===== config.mk =====
export PLATFORM = sky130hd
export DESIGN_NAME = mul_iter_seq
export DESIGN_NICKNAME = d
export VERILOG_FILES = /design/src/rtl/mulseq_pkg.sv /design/src/rtl/mulseq_decode.sv /design/src/rtl/mulseq_pass_fsm.sv /design/src/rtl/mulseq_pulse_lane.sv /design/src/rtl/mul_iter_seq.sv
export SDC_FILE = /design/constraint.sdc
export NUM_CORES = 1
export LEC_CHECK = 0
export BUFFER_PORTS_ARGS = -buffer_cell sky130_fd_sc_hd__buf_2
export CAP_MARGIN = 20
export CELL_PAD_IN_SITES_DETAIL_PLACEMENT = 1
export CELL_PAD_IN_SITES_GLOBAL_PLACEMENT = 1
export CORE_MARGIN = 2
export CORE_UTILIZATION = 41
export DETAILED_ROUTE_END_ITERATION = 10
export PLACE_DENSITY = 0.8
export RECOVER_POWER = 50
export SLEW_MARGIN = 5
export SYNTH_ARGS = -nofsm -noshare
export SYNTH_HDL_FRONTEND = slang
export SYNTH_SLANG_ARGS = --single-unit

===== constraint.sdc =====
create_clock -name clk -period 1.3 [get_ports clk]
set_input_delay 0.39 -clock clk [delete_from_list [all_inputs] [get_ports clk]]
set_output_delay 0.39 -clock clk [all_outputs]
set_load 0.01 [all_outputs]

===== src/rtl/mulseq_pkg.sv =====
package mulseq_pkg;

    localparam int CODE_W = 3;
    localparam int PASS_W = 3;
    localparam int SLOT_W = 3;
    localparam int N_LANES = 3;
    localparam int LANE_LO = 0;
    localparam int LANE_HI = 1;
    localparam int LANE_FLG = 2;

    localparam logic [CODE_W-1:0] CODE_H_MUL  = 3'd0;
    localparam logic [CODE_W-1:0] CODE_H_MAC  = 3'd1;
    localparam logic [CODE_W-1:0] CODE_W_MUL  = 3'd2;
    localparam logic [CODE_W-1:0] CODE_W_MULF = 3'd3;
    localparam logic [CODE_W-1:0] CODE_L_MUL  = 3'd4;
    localparam logic [CODE_W-1:0] CODE_L_MULF = 3'd5;

    typedef enum logic [1:0] {
        ST_IDLE = 2'd0,
        ST_LOOP = 2'd1,
        ST_LAST = 2'd2
    } pass_state_e;

    // slot value 0 means the strobe is not produced for this class
    typedef struct packed {
        logic              legal;
        logic [PASS_W-1:0] passes;
        logic [SLOT_W-1:0] lo_slot;
        logic [SLOT_W-1:0] hi_slot;
        logic [SLOT_W-1:0] flg_slot;
    } op_prof_t;

endpackage


===== src/rtl/mulseq_decode.sv =====
module mulseq_decode
    import mulseq_pkg::*;
(
    input  logic [CODE_W-1:0] code_i,
    output op_prof_t          prof_o
);

    always_comb begin
        prof_o = '0;
        unique case (code_i)
            CODE_H_MUL: begin
                prof_o.legal   = 1'b1;
                prof_o.passes  = 3'd1;
                prof_o.lo_slot = 3'd3;
            end
            CODE_H_MAC: begin
                prof_o.legal   = 1'b1;
                prof_o.passes  = 3'd2;
                prof_o.lo_slot = 3'd3;
            end
            CODE_W_MUL: begin
                prof_o.legal   = 1'b1;
                prof_o.passes  = 3'd2;
                prof_o.lo_slot = 3'd4;
            end
            CODE_W_MULF: begin
                prof_o.legal    = 1'b1;
                prof_o.passes   = 3'd4;
                prof_o.lo_slot  = 3'd4;
                prof_o.flg_slot = 3'd5;
            end
            CODE_L_MUL: begin
                prof_o.legal   = 1'b1;
                prof_o.passes  = 3'd3;
                prof_o.lo_slot = 3'd4;
                prof_o.hi_slot = 3'd5;
            end
            CODE_L_MULF: begin
                prof_o.legal    = 1'b1;
                prof_o.passes   = 3'd5;
                prof_o.lo_slot  = 3'd4;
                prof_o.hi_slot  = 3'd5;
                prof_o.flg_slot = 3'd6;
            end
            default: prof_o = '0;
        endcase
    end

endmodule


===== src/rtl/mulseq_pass_fsm.sv =====
module mulseq_pass_fsm
    import mulseq_pkg::*;
(
    input  logic              clk,
    input  logic              rst_n,
    input  logic              issue_i,
    input  logic              stall_i,
    input  logic              legal_i,
    input  logic [PASS_W-1:0] passes_i,
    output logic              accept_o,
    output logic              busy_o
);

    pass_state_e       state_q, state_d;
    logic [PASS_W-1:0] left_q, left_d;

    // acceptance is open in every state except the looping one
    assign accept_o = issue_i && !stall_i && legal_i && (state_q != ST_LOOP);

    always_comb begin
        state_d = state_q;
        left_d  = left_q;
        unique case (state_q)
            ST_IDLE: begin
                if (accept_o) begin
                    left_d  = passes_i;
                    state_d = (passes_i == 3'd1) ? ST_LAST : ST_LOOP;
                end
            end
            ST_LOOP: begin
                if (!stall_i) begin
                    left_d = left_q - 3'd1;
                    if (left_q == 3'd2) begin
                        state_d = ST_LAST;
                    end
                end
            end
            ST_LAST: begin
                if (!stall_i) begin
                    if (accept_o) begin
                        left_d  = passes_i;
                        state_d = (passes_i == 3'd1) ? ST_LAST : ST_LOOP;
                    end else begin
                        state_d = ST_IDLE;
                    end
                end
            end
            default: state_d = ST_IDLE;
        endcase
    end

    always_ff @(posedge clk or negedge rst_n) begin
        if (!rst_n) begin
            state_q <= ST_IDLE;
            left_q  <= '0;
        end else begin
            state_q <= state_d;
            left_q  <= left_d;
        end
    end

    always_comb begin
        busy_o = 1'b0;
        unique case (state_q)
            ST_IDLE: busy_o = 1'b0;
            ST_LOOP: busy_o = 1'b1;
            ST_LAST: busy_o = 1'b0;
            default: busy_o = 1'b0;
        endcase
    end

endmodule


===== src/rtl/mulseq_pulse_lane.sv =====
module mulseq_pulse_lane
    import mulseq_pkg::*;
#(
    parameter int DEPTH = 6
) (
    input  logic              clk,
    input  logic              rst_n,
    input  logic              stall_i,
    input  logic              load_i,
    input  logic [SLOT_W-1:0] slot_i,
    output logic              fire_o
);

    logic [DEPTH-1:0] pend_q;
    logic [DEPTH-1:0] ins;

    // a strobe due in cycle k after accept sits at index k-1 after the accept edge
    always_comb begin
        ins = '0;
        for (int i = 0; i < DEPTH; i++) begin
            if (load_i && (int'(slot_i) == i + 1)) begin
                ins[i] = 1'b1;
            end
        end
    end

    always_ff @(posedge clk or negedge rst_n) begin
        if (!rst_n) begin
            pend_q <= '0;
        end else if (!stall_i) begin
            pend_q <= (pend_q >> 1) | ins;
        end
    end

    assign fire_o = pend_q[0] && !stall_i;

endmodule


===== src/rtl/mul_iter_seq.sv =====
module mul_iter_seq
    import mulseq_pkg::*;
#(
    parameter int DEPTH = 6
) (
    input  logic              clk,
    input  logic              rst_n,
    input  logic              issue_i,
    input  logic [CODE_W-1:0] op_class_i,
    input  logic              stall_i,
    output logic              busy_o,
    output logic              lo_rdy_o,
    output logic              hi_rdy_o,
    output logic              flags_rdy_o
);

    op_prof_t          prof;
    logic              accept;
    logic [SLOT_W-1:0] lane_slot [N_LANES];
    logic [N_LANES-1:0] lane_fire;

    mulseq_decode u_dec (
        .code_i (op_class_i),
        .prof_o (prof)
    );

    mulseq_pass_fsm u_fsm (
        .clk      (clk),
        .rst_n    (rst_n),
        .issue_i  (issue_i),
        .stall_i  (stall_i),
        .legal_i  (prof.legal),
        .passes_i (prof.passes),
        .accept_o (accept),
        .busy_o   (busy_o)
    );

    assign lane_slot[LANE_LO]  = prof.lo_slot;
    assign lane_slot[LANE_HI]  = prof.hi_slot;
    assign lane_slot[LANE_FLG] = prof.flg_slot;

    for (genvar g = 0; g < N_LANES; g++) begin : g_lane
        mulseq_pulse_lane #(.DEPTH(DEPTH)) u_lane (
            .clk     (clk),
            .rst_n   (rst_n),
            .stall_i (stall_i),
            .load_i  (accept),
            .slot_i  (lane_slot[g]),
            .fire_o  (lane_fire[g])
        );
    end

    assign lo_rdy_o    = lane_fire[LANE_LO];
    assign hi_rdy_o    = lane_fire[LANE_HI];
    assign flags_rdy_o = lane_fire[LANE_FLG];

endmodule


**After elaboration in Yosys (flattened, before gate mapping)**

Index checks and enable logic that the tools add are counted.

- Output and inout bits: 4
- Register bits: 23
- Logic and storage cells: 105

- Bitwise operators: 3
- Reductions and logical operators: 31
- Equality and inequality tests: 32
- $add $sub $neg: 1
- Mux-type cells: 33

Operators by type and width:

| operator | count |
|---|---|
| $eq 3x3->1 const B | 14 |
| $pmux 7 s6 | 1 |
| $eq 3x2->1 const B | 9 |
| $logic_and 1x1->1 | 24 |
| $mux 1 | 19 |
| $or 5x6->6 | 3 |
| $mux 2 | 6 |
| $mux 3 | 4 |
| $pmux 3 s3 | 1 |
| $eq 3x1->1 const B | 2 |
| $ne 2x1->1 const B | 3 |
| $pmux 2 s3 | 1 |
| $pmux 3 s2 | 1 |
| $ne 2x2->1 const B | 2 |
| $reduce_and 4->1 | 1 |
| $logic_not 3->1 | 1 |
| $reduce_and 3->1 | 1 |
| $reduce_bool 3->1 | 1 |
| $sub 3x1->3 const B | 1 |
| $eq 2x1->1 const B | 1 |
| $eq 2x2->1 const B | 1 |
| $logic_not 2->1 | 1 |
| $reduce_or 2->1 | 1 |
| $logic_not 1->1 | 1 |

**Logic depth before layout (Yosys ltp)**

Gate-level depths: netlist of run 1.

- Word-level depth: 7
- Depth in mapped cells: 6
- Depth with buffers taken out: 6

**By module**

Synthesis of run 1 repeated with hierarchy kept, for this count alone.

- Cell total of the unflattened synthesis: 132
- Area total of the unflattened synthesis: 1378.8 µm²

Modules (own cells, without submodules):

| module | cells each | sequential area each (µm²) | area an instance (µm²) | instances |
|---|---|---|---|---|
| mulseq_pulse_lane | 27 | 150.1 | 307.8 | 3 |
| mulseq_pass_fsm | 31 | 125.1 | 316.6 | 1 |
| mulseq_decode | 20 | 0.0 | 138.9 | 1 |

**Least setup slack after synthesis of run 1**

OpenSTA, ideal clock, no wires.

- Kind: flip-flop to flip-flop
- Start: register u_fsm.left_q[0]
- End: register u_fsm.left_q[1]
- Path slack: 0.038 ns
- Period minus slack after synthesis: 1.262 ns
- Stages on the path, launching flop included: 5
- Data required time: 1.213 ns
- Path buffers: 0
- Setup time: 0.087 ns
- Arrival: 1.175 ns
- Cell sequence: dfrtp_1 inv_1 ha_1 or3_1 o211ai_1

- Cells in the longest elaborated chain, start to end: 3

RTL lines:

| element | line | source |
|---|---|---|
| start: declaration | mulseq_pass_fsm.sv:15 | `logic [PASS_W-1:0] left_q, left_d;` |
| start signal: assignment | mulseq_pass_fsm.sv:58 | `left_q <= left_d;` |
| $sub 3x1->3 | mulseq_pass_fsm.sv:32 | `left_d = left_q - 3'd1;` |
| $mux 3 | mulseq_pass_fsm.sv:31 | `if (!stall_i) begin` |
| $pmux 3 s3 | mulseq_pass_fsm.sv:23 | `unique case (state_q)` |

Every way passes these cells. The select of a mux whose other input is x is not followed.
A chain may end at the register's enable or synchronous reset.

**Worst setup path in the final report of run 1**

- Start: register u_fsm.state_q[1]
- End: output port busy_o

- Cells in the longest elaborated chain, start to end: 2

RTL lines:

| element | line | source |
|---|---|---|
| start: declaration | mulseq_pass_fsm.sv:14 | `pass_state_e state_q, state_d;` |
| start signal: assignment | mulseq_pass_fsm.sv:57 | `state_q <= state_d;` |
| $eq 2x1->1 | mulseq_pass_fsm.sv:64 | `unique case (state_q)` |
| $mux 1 | mulseq_pass_fsm.sv:64 |  |
| end: declaration | mul_iter_seq.sv:11 | `output logic busy_o,` |

Every way passes these cells.

==> results of run 1 <==
[stage by stage]
| step | util, % | setup TNS [ns] | cell area, um^2 | std cells |
|---|---|---|---|---|
| 4_1_cts | 52.4 | -0.311 | 1290 | 142 |
| 5_1_grt | 55.6 | -0.548 | 1360 | 145 |
| 3_3_place_gp | 48.1 | -0.0186 | 1180 | 135 |
| 6_report | 55.6 | -0.227 | 1360 | 145 |
| 2_1_floorplan | - | 0 | 1050 | 92 |
| 3_5_place_dp | 48.1 | -0.129 | 1180 | 135 |
[critical path: cells and delay by family, from the launching register on]
family	cells	cell delay [ns]
flip-flops	1	0.40
AND/OR/NAND/NOR	1	0.16
buffers and inverters	2	0.15
[timing repair]
item	CTS	global route
endpoints found under the setup margin	4	8
setup buffers	3	3
gates resized for setup	6	12
pin swaps	0	3
[report_power, final]
group / switching, mW / internal (mW) / leakage [nW]
Sequential: 0.107 / 0.768 / 0.259
Combinational: 0.480 / 0.563 / 0.337
Clock: 0.195 / 0.312 / 0.0279
Total: 0.783 / 1.64 / 0.624
[cells in the mapped netlist (2+ instances only)]
cell type   n  area share [%]
buf_2       3             1.4
nand2b_1    2             1.2
buf_4       2             1.4
ha_1        2             2.4
mux2_2     10              11
nand2b_4    2             2.6
nor2b_1     4             2.4
o21ai_1     2            0.95
o211ai_1    2             1.4
nand2_1     5             1.8
nor2_1      6             2.1
o21ai_0     5             2.4
inv_1       3             1.1
dfrtp_1    20              47
nor3_1      2            0.95
[worst min path at each step]
stage                                            end  cells after the start  start  slack [ns]
after floorplan           g_lane[0].u_lane.pend_q[0]                      0  rst_n        0.09
after global placement              u_fsm.state_q[1]                      1  rst_n        0.36
after detailed placement  g_lane[2].u_lane.pend_q[1]                      1  rst_n        0.36
after CTS                 g_lane[1].u_lane.pend_q[0]                      1  rst_n        0.02
after global routing      g_lane[1].u_lane.pend_q[0]                      1  rst_n        0.29
final                     g_lane[1].u_lane.pend_q[0]                      1  rst_n        0.24
[cell type report]
type                            instances  area [um^2]
Multi-Input combinational cell         62          562
Fill cell                             262         1090
Sequential cell                        20          502
Clock buffer                            3         22.5
Tap cell                               30         37.5
Timing Repair Buffer                   25          193
Clock inverter                          1         30.0
Inverter                                4         17.5
[state kept, by name (all words and copies together) (netlist names)]
register	count
g_lane.u_lane.pend_q	15
u_fsm.left_q	3
u_fsm.state_q	2
[routing by layer]
| metal | global-route usage, % | part of all wire [%] | vias to the layer above |
|---|---|---|---|
| li1 | - | - | 367 |
| met1 | 21.9 | 44 | 389 |
| met2 | 31.2 | 52 | 11 |
| met3 | 3.28 | 2.0 | 5 |
| met4 | 8.75 | 1.8 | 0 |
| met5 | 0 | 0 | - |
[cells by family after synthesis]
| group | after synthesis | share of synthesized area [%] |
|---|---|---|
| buffers and inverters | 10 | 5.34 |
| AOI/OAI and AO/OA | 19 | 13.8 |
| adders and majority gates | 2 | 2.37 |
| DFF | 20 | 47.4 |
| muxes | 11 | 11.6 |
| and+or+nand+nor | 28 | 17.8 |
| xor gates and xnor gates | 2 | 1.66 |
==> metrics.md, run 1 <==
| Metric | Value |
|---|---|
| CTS H-tree lvls | `1` |
| Worst Skew | `0.00510 ns` |
| Initial Util | `43.0%` |
| CP endpoint | `busy_o` |
| Clock root cell | `clkbuf_4` |
| DR WL/cell | `16.2 um` |
| Drt first-iter violations | `2` |
| Longest Clk Path Bufs | `2` |
| Final worst slack | `-0.101 ns` |
| Final hold vios | `0` |
| Nets | `125` |
| Placer Congestion | `0.730` |
| Antenna diodes | `0` |
| CP max FO | `2` |
| IO Port Bufs | `10` |
| Syn Nets | `101` |
| Rows | `18` |
| Io pins | `11` |
| Synth Warn # | `0` |
| Number of global-route vias before repair | `769` |
| GRT Residual Overflow | `0` |
| Crit path launch type | `flip-flop` |
| CP startpoint | `u_fsm.state_q[1]` |
| Worst skew pair latency | `0.30 ns` |
| CTS buffer count | `3` |
| Core area | `2450 um^2` |
| Detailed-placement wirelength estimate | `1660 um` |
| Slew Limit Headroom | `29.1%` |
| Tightest Hold Check Type | `primary input to async pin` |
| Synth async-reset ratio | `100%` |
| VDD IR max | `0.000936 V` |
| Synthesized instance count | `92` |
| Pin count of the biggest net entering global routing | `21` |
| Slowest-stage cell, CP | `dfrtp_1` |
| First-pass DRT Iterations | `4` |
| Number of flops mapped to enable cells by yosys | `0` |
| Post-Syn Area | `1050 um^2` |
| Die Y | `54.7 um` |
| Failing checks | `setup timing` |
| Layout area overhead | `29.3%` |
| Final ANT Viol Nets | `0` |
| CTS Sinks | `20` |
| Die ar. | `2990 um^2` |
| Static Leak | `0.624 nW` |
| Pre-CTS setup slack | `-0.0394 ns` |
| Final Max Slew Viols | `0` |
| Via count | `772` |
| Crit path kind | `flip-flop to output pin` |
| R2R Setup Slk | `0.02 ns` |
| Pwr dens | `1780 nW/um^2` |
| Setup crit end kind | `output pin` |
| First-pass GRT wire length | `3680 um` |
| Seq/Total Area, Yosys | `47.4%` |
| Worst Hold Slack | `0.244 ns` |
| Total chip power | `2.43 mW` |
| Worst Path Required | `0.91 ns` |
| Antenna violations before repair | `0` |
| Outcome | `complete, but fails checks` |
| Final WL | `2360 um` |
| CP max stage delay | `0.40 ns` |
| Syn Area/Cell | `11.5 um^2` |
| Setup violators final | `4` |
| Maxcap violations | `0` |
| Worst reg-to-reg path cell count | `4` |
| Worst r2r src | `u_fsm.left_q[1]` |
| CTS tree | `done` |
| Synth Flop Type | `dfrtp_1` |
| Peak Freq | `714 MHz` |
| Share of cells above drive strength 1 | `48.7%` |
| Most common cell after layout, fill and taps aside | `dfrtp_1` |
| Post-synthesis cell type count | `37` |
| Clk pin slew, worst setup/hold paths | `0.12 ns` |
| Number of vias per cell | `5.32` |
| DR DRC count | `0` |
| Die Span X | `54.7 um` |
| RSZ-0062 raised after global routing | `true` |
| CTS Hold Bufs | `0` |
| FF-to-FF End | `u_fsm.left_q[1]` |
| Final min period | `1.40 ns` |
| Most frequent cells in the layout | `dfrtp_1 (19), buf_4 (14), mux2_2 (10), buf_2 (6)` |
| Final period utilization | `108%` |
| Seq cells post-synth | `20` |
| Critical-path cell list | `nand2b_4 -> inv_4 -> buf_6` |
| GRT Util Overall | `18.3%` |
| Worst path arrival time | `1.01 ns` |
| Worst slew pin tran | `1.06 ns` |
No activity file was read; power rests on OpenSTA's default activity.
==> inputs of run 2 (changes only) <==
- CORE_UTILIZATION: 41 -> 45
- PLACE_DENSITY: 0.8 -> 0.83
- clock period: 1.3 -> 1.72 ns (I/O delays scaled with it)
==> run 2 against run 1 <==
The run now ends clean. Register-to-register slack better by 0.31 ns. Clock-buffer cell count unchanged. Sequential cell count did not move. Worst hold slack improved by 0.15 ns. Global-route usage rose by 2.1 points. Sequential power shrank 23%. First-iteration DRC count grew to 5.0 times the previous value. Largest power group is now sequential cells. Highest routed layer unchanged.
==> metrics.md, run 2 (same netlist as run 1, synthesis figures left out) <==
| Metric | Value |
|---|---|
| Outcome | `finished, final reports clean` |
| GRT Util Overall | `20.4%` |
| Biggest regs | `g_lane.u_lane.pend_q x15, u_fsm.left_q x3, u_fsm.state_q x2` |
| Number of vias per cell | `5.60` |
| Number of global-route vias before repair | `822` |
| Layout area overhead | `12.9%` |
| Die Span X | `52.4 um` |
| Crit path kind | `flip-flop to output pin` |
| CTS Hold Bufs | `0` |
| Layout fillers | `259` |
| Detailed-placement wirelength estimate | `1770 um` |
| Most frequent cells in the layout | `dfrtp_1 (19), mux2_2 (10), buf_2 (9), nor2_1 (6)` |
| Switch share | `33.2%` |
| Most common cell after layout, fill and taps aside | `dfrtp_1` |
| CTS buffer count | `3` |
| GRT Residual Overflow | `0` |
| Util after Layout | `53.8%` |
| FF-to-FF End | `u_fsm.left_q[1]` |
| Worst slew pin tran | `1.12 ns` |
| Final min period | `1.66 ns` |
| Io pins | `11` |
| Core area | `2210 um^2` |
| Setup violators final | `0` |
| Worst Skew | `0.00531 ns` |
| Initial Util | `47.7%` |
| Rows | `17` |
| RSZ-0062 raised after global routing | `false` |
| Most flop-heavy register | `g_lane.u_lane.pend_q` |
| Final WL | `2320 um` |
| First-pass DRT Iterations | `4` |
| Final ANT Viol Nets | `0` |
| Die ar. | `2750 um^2` |
| Clk pin slew, worst setup/hold paths | `0.12 ns` |
| TNS Setup | `0 ns` |
| Combinational Power Share | `32.8%` |
| DR WL/cell | `17.4 um` |
| Share of cells above drive strength 1 | `35.2%` |
| Total chip power | `1.58 mW` |
| First-pass GRT wire length | `3950 um` |
| Worst skew pair latency | `0.30 ns` |
| Flop pwr share | `42.6%` |
| VDD IR max | `0.000743 V` |
| Pwr dens | `1330 nW/um^2` |
| Int Pwr | `1.06 mW` |
| Placer Congestion | `0.888` |
| Worst r2r src | `u_fsm.left_q[0]` |
| Static Leak | `0.555 nW` |
| Final Max Slew Viols | `0` |
| Drt first-iter violations | `10` |
| Longest Clk Path Bufs | `2` |
| Peak Freq | `603 MHz` |
| Via count | `745` |
| R2R Setup Slk | `0.33 ns` |
| Max FFs per register | `15` |
| Tightest Hold Check Type | `primary input to async pin` |
| Worst Path Required | `1.20 ns` |
| Worst path arrival time | `1.14 ns` |
| Nets | `115` |
| DR DRC count | `0` |
| Maxcap violations | `0` |
| Post-DP Area | `1130 um^2` |
| Clock root cell | `clkbuf_4` |
| CTS tree | `done` |
| Setup crit end kind | `output pin` |
| Pin count of the biggest net entering global routing | `21` |
| CTS H-tree lvls | `1` |
| Antenna violations before repair | `0` |
| Crit path launch type | `flip-flop` |
| Antenna diodes | `0` |
| IO Port Bufs | `10` |
| NetSw | `525 uW` |
| CP max FO | `5` |
| CTS Sinks | `20` |
| Final hold vios | `0` |
| Clk pwr share | `24.6%` |
| Design Area, Final | `1190 um^2` |
| Final period utilization | `96.4%` |
| Slew Limit Headroom | `25.5%` |
| Die Y | `52.4 um` |
| Worst reg-to-reg path cell count | `4` |
run 2: cell count changes in the layout (fill, tap and decap cells not counted), sizes merged:
cell  delta
buf     -10
run 2: worst max-delay path by stage:
| stage | startpoint | to | slack, ns |
|---|---|---|---|
| after floorplan | stall_i | flags_rdy_o | 0.21 |
| after global placement | stall_i | u_fsm.left_q[2] | 0.24 |
| after detailed placement | op_class_i[1] | u_fsm.left_q[0] | 0.18 |
| after CTS | u_fsm.state_q[1] | busy_o | 0.008 |
| after global routing | u_fsm.state_q[1] | busy_o | 0.01 |
| final | u_fsm.state_q[1] | busy_o | 0.06 |
run 2: worst max-delay path, cell delays in order, from the launching register on:
cell      delay (ns)
dfrtp_1         0.40
nand2b_4        0.19
inv_4           0.11
buf_2           0.14
run 2: stage by stage:
stage	cells	hold slack, ns	setup WS (ns)
final	133	0.392	0.0616
after CTS	132	0.149	0.00835
after global routing	133	0.447	0.0131
after global placement	128	0.470	0.237
after detailed placement	128	0.490	0.179
after floorplan	92	0.220	0.209
run 2: final cells by class:
cell class                      count  area [um^2]  area share (%)
Inverter                            4         17.5            1.47
Clock inverter                      1         30.0            2.52
Multi-Input combinational cell     62          498            41.8
Sequential cell                    20          502            42.1
Tap cell                           28         35.0            2.94
Clock buffer                        3         22.5            1.89
Timing Repair Buffer               15         86.3            7.25
run 2: routing by layer:
layer | GRT usage, % | wire length (um) | vias to the layer above | part of all wire (%)
met1 | 26.9 | 1080 | 381 | 46
met2 | 32.5 | 1180 | 11 | 51
met4 | 8.55 | 8 | 0 | 0.35
met3 | 4.00 | 48 | 2 | 2.1
met5 | 0 | 0 | - | 0
li1 | - | - | 351 | -
run 2: power groups by stage:
stage	combinational, mW	clock, mW	sequential (mW)
floorplan	0.373	0	0.655
global placement	0.464	0	0.670
detailed placement	0.504	0	0.684
CTS	0.509	0.398	0.674
global route	0.575	0.422	0.694
finish	0.519	0.389	0.674
run 2: repair_timing:
item | in CTS | in global routing
setup endpoints to repair | 0 | 1
resized for setup | 0 | 2
setup buffers | 0 | 1
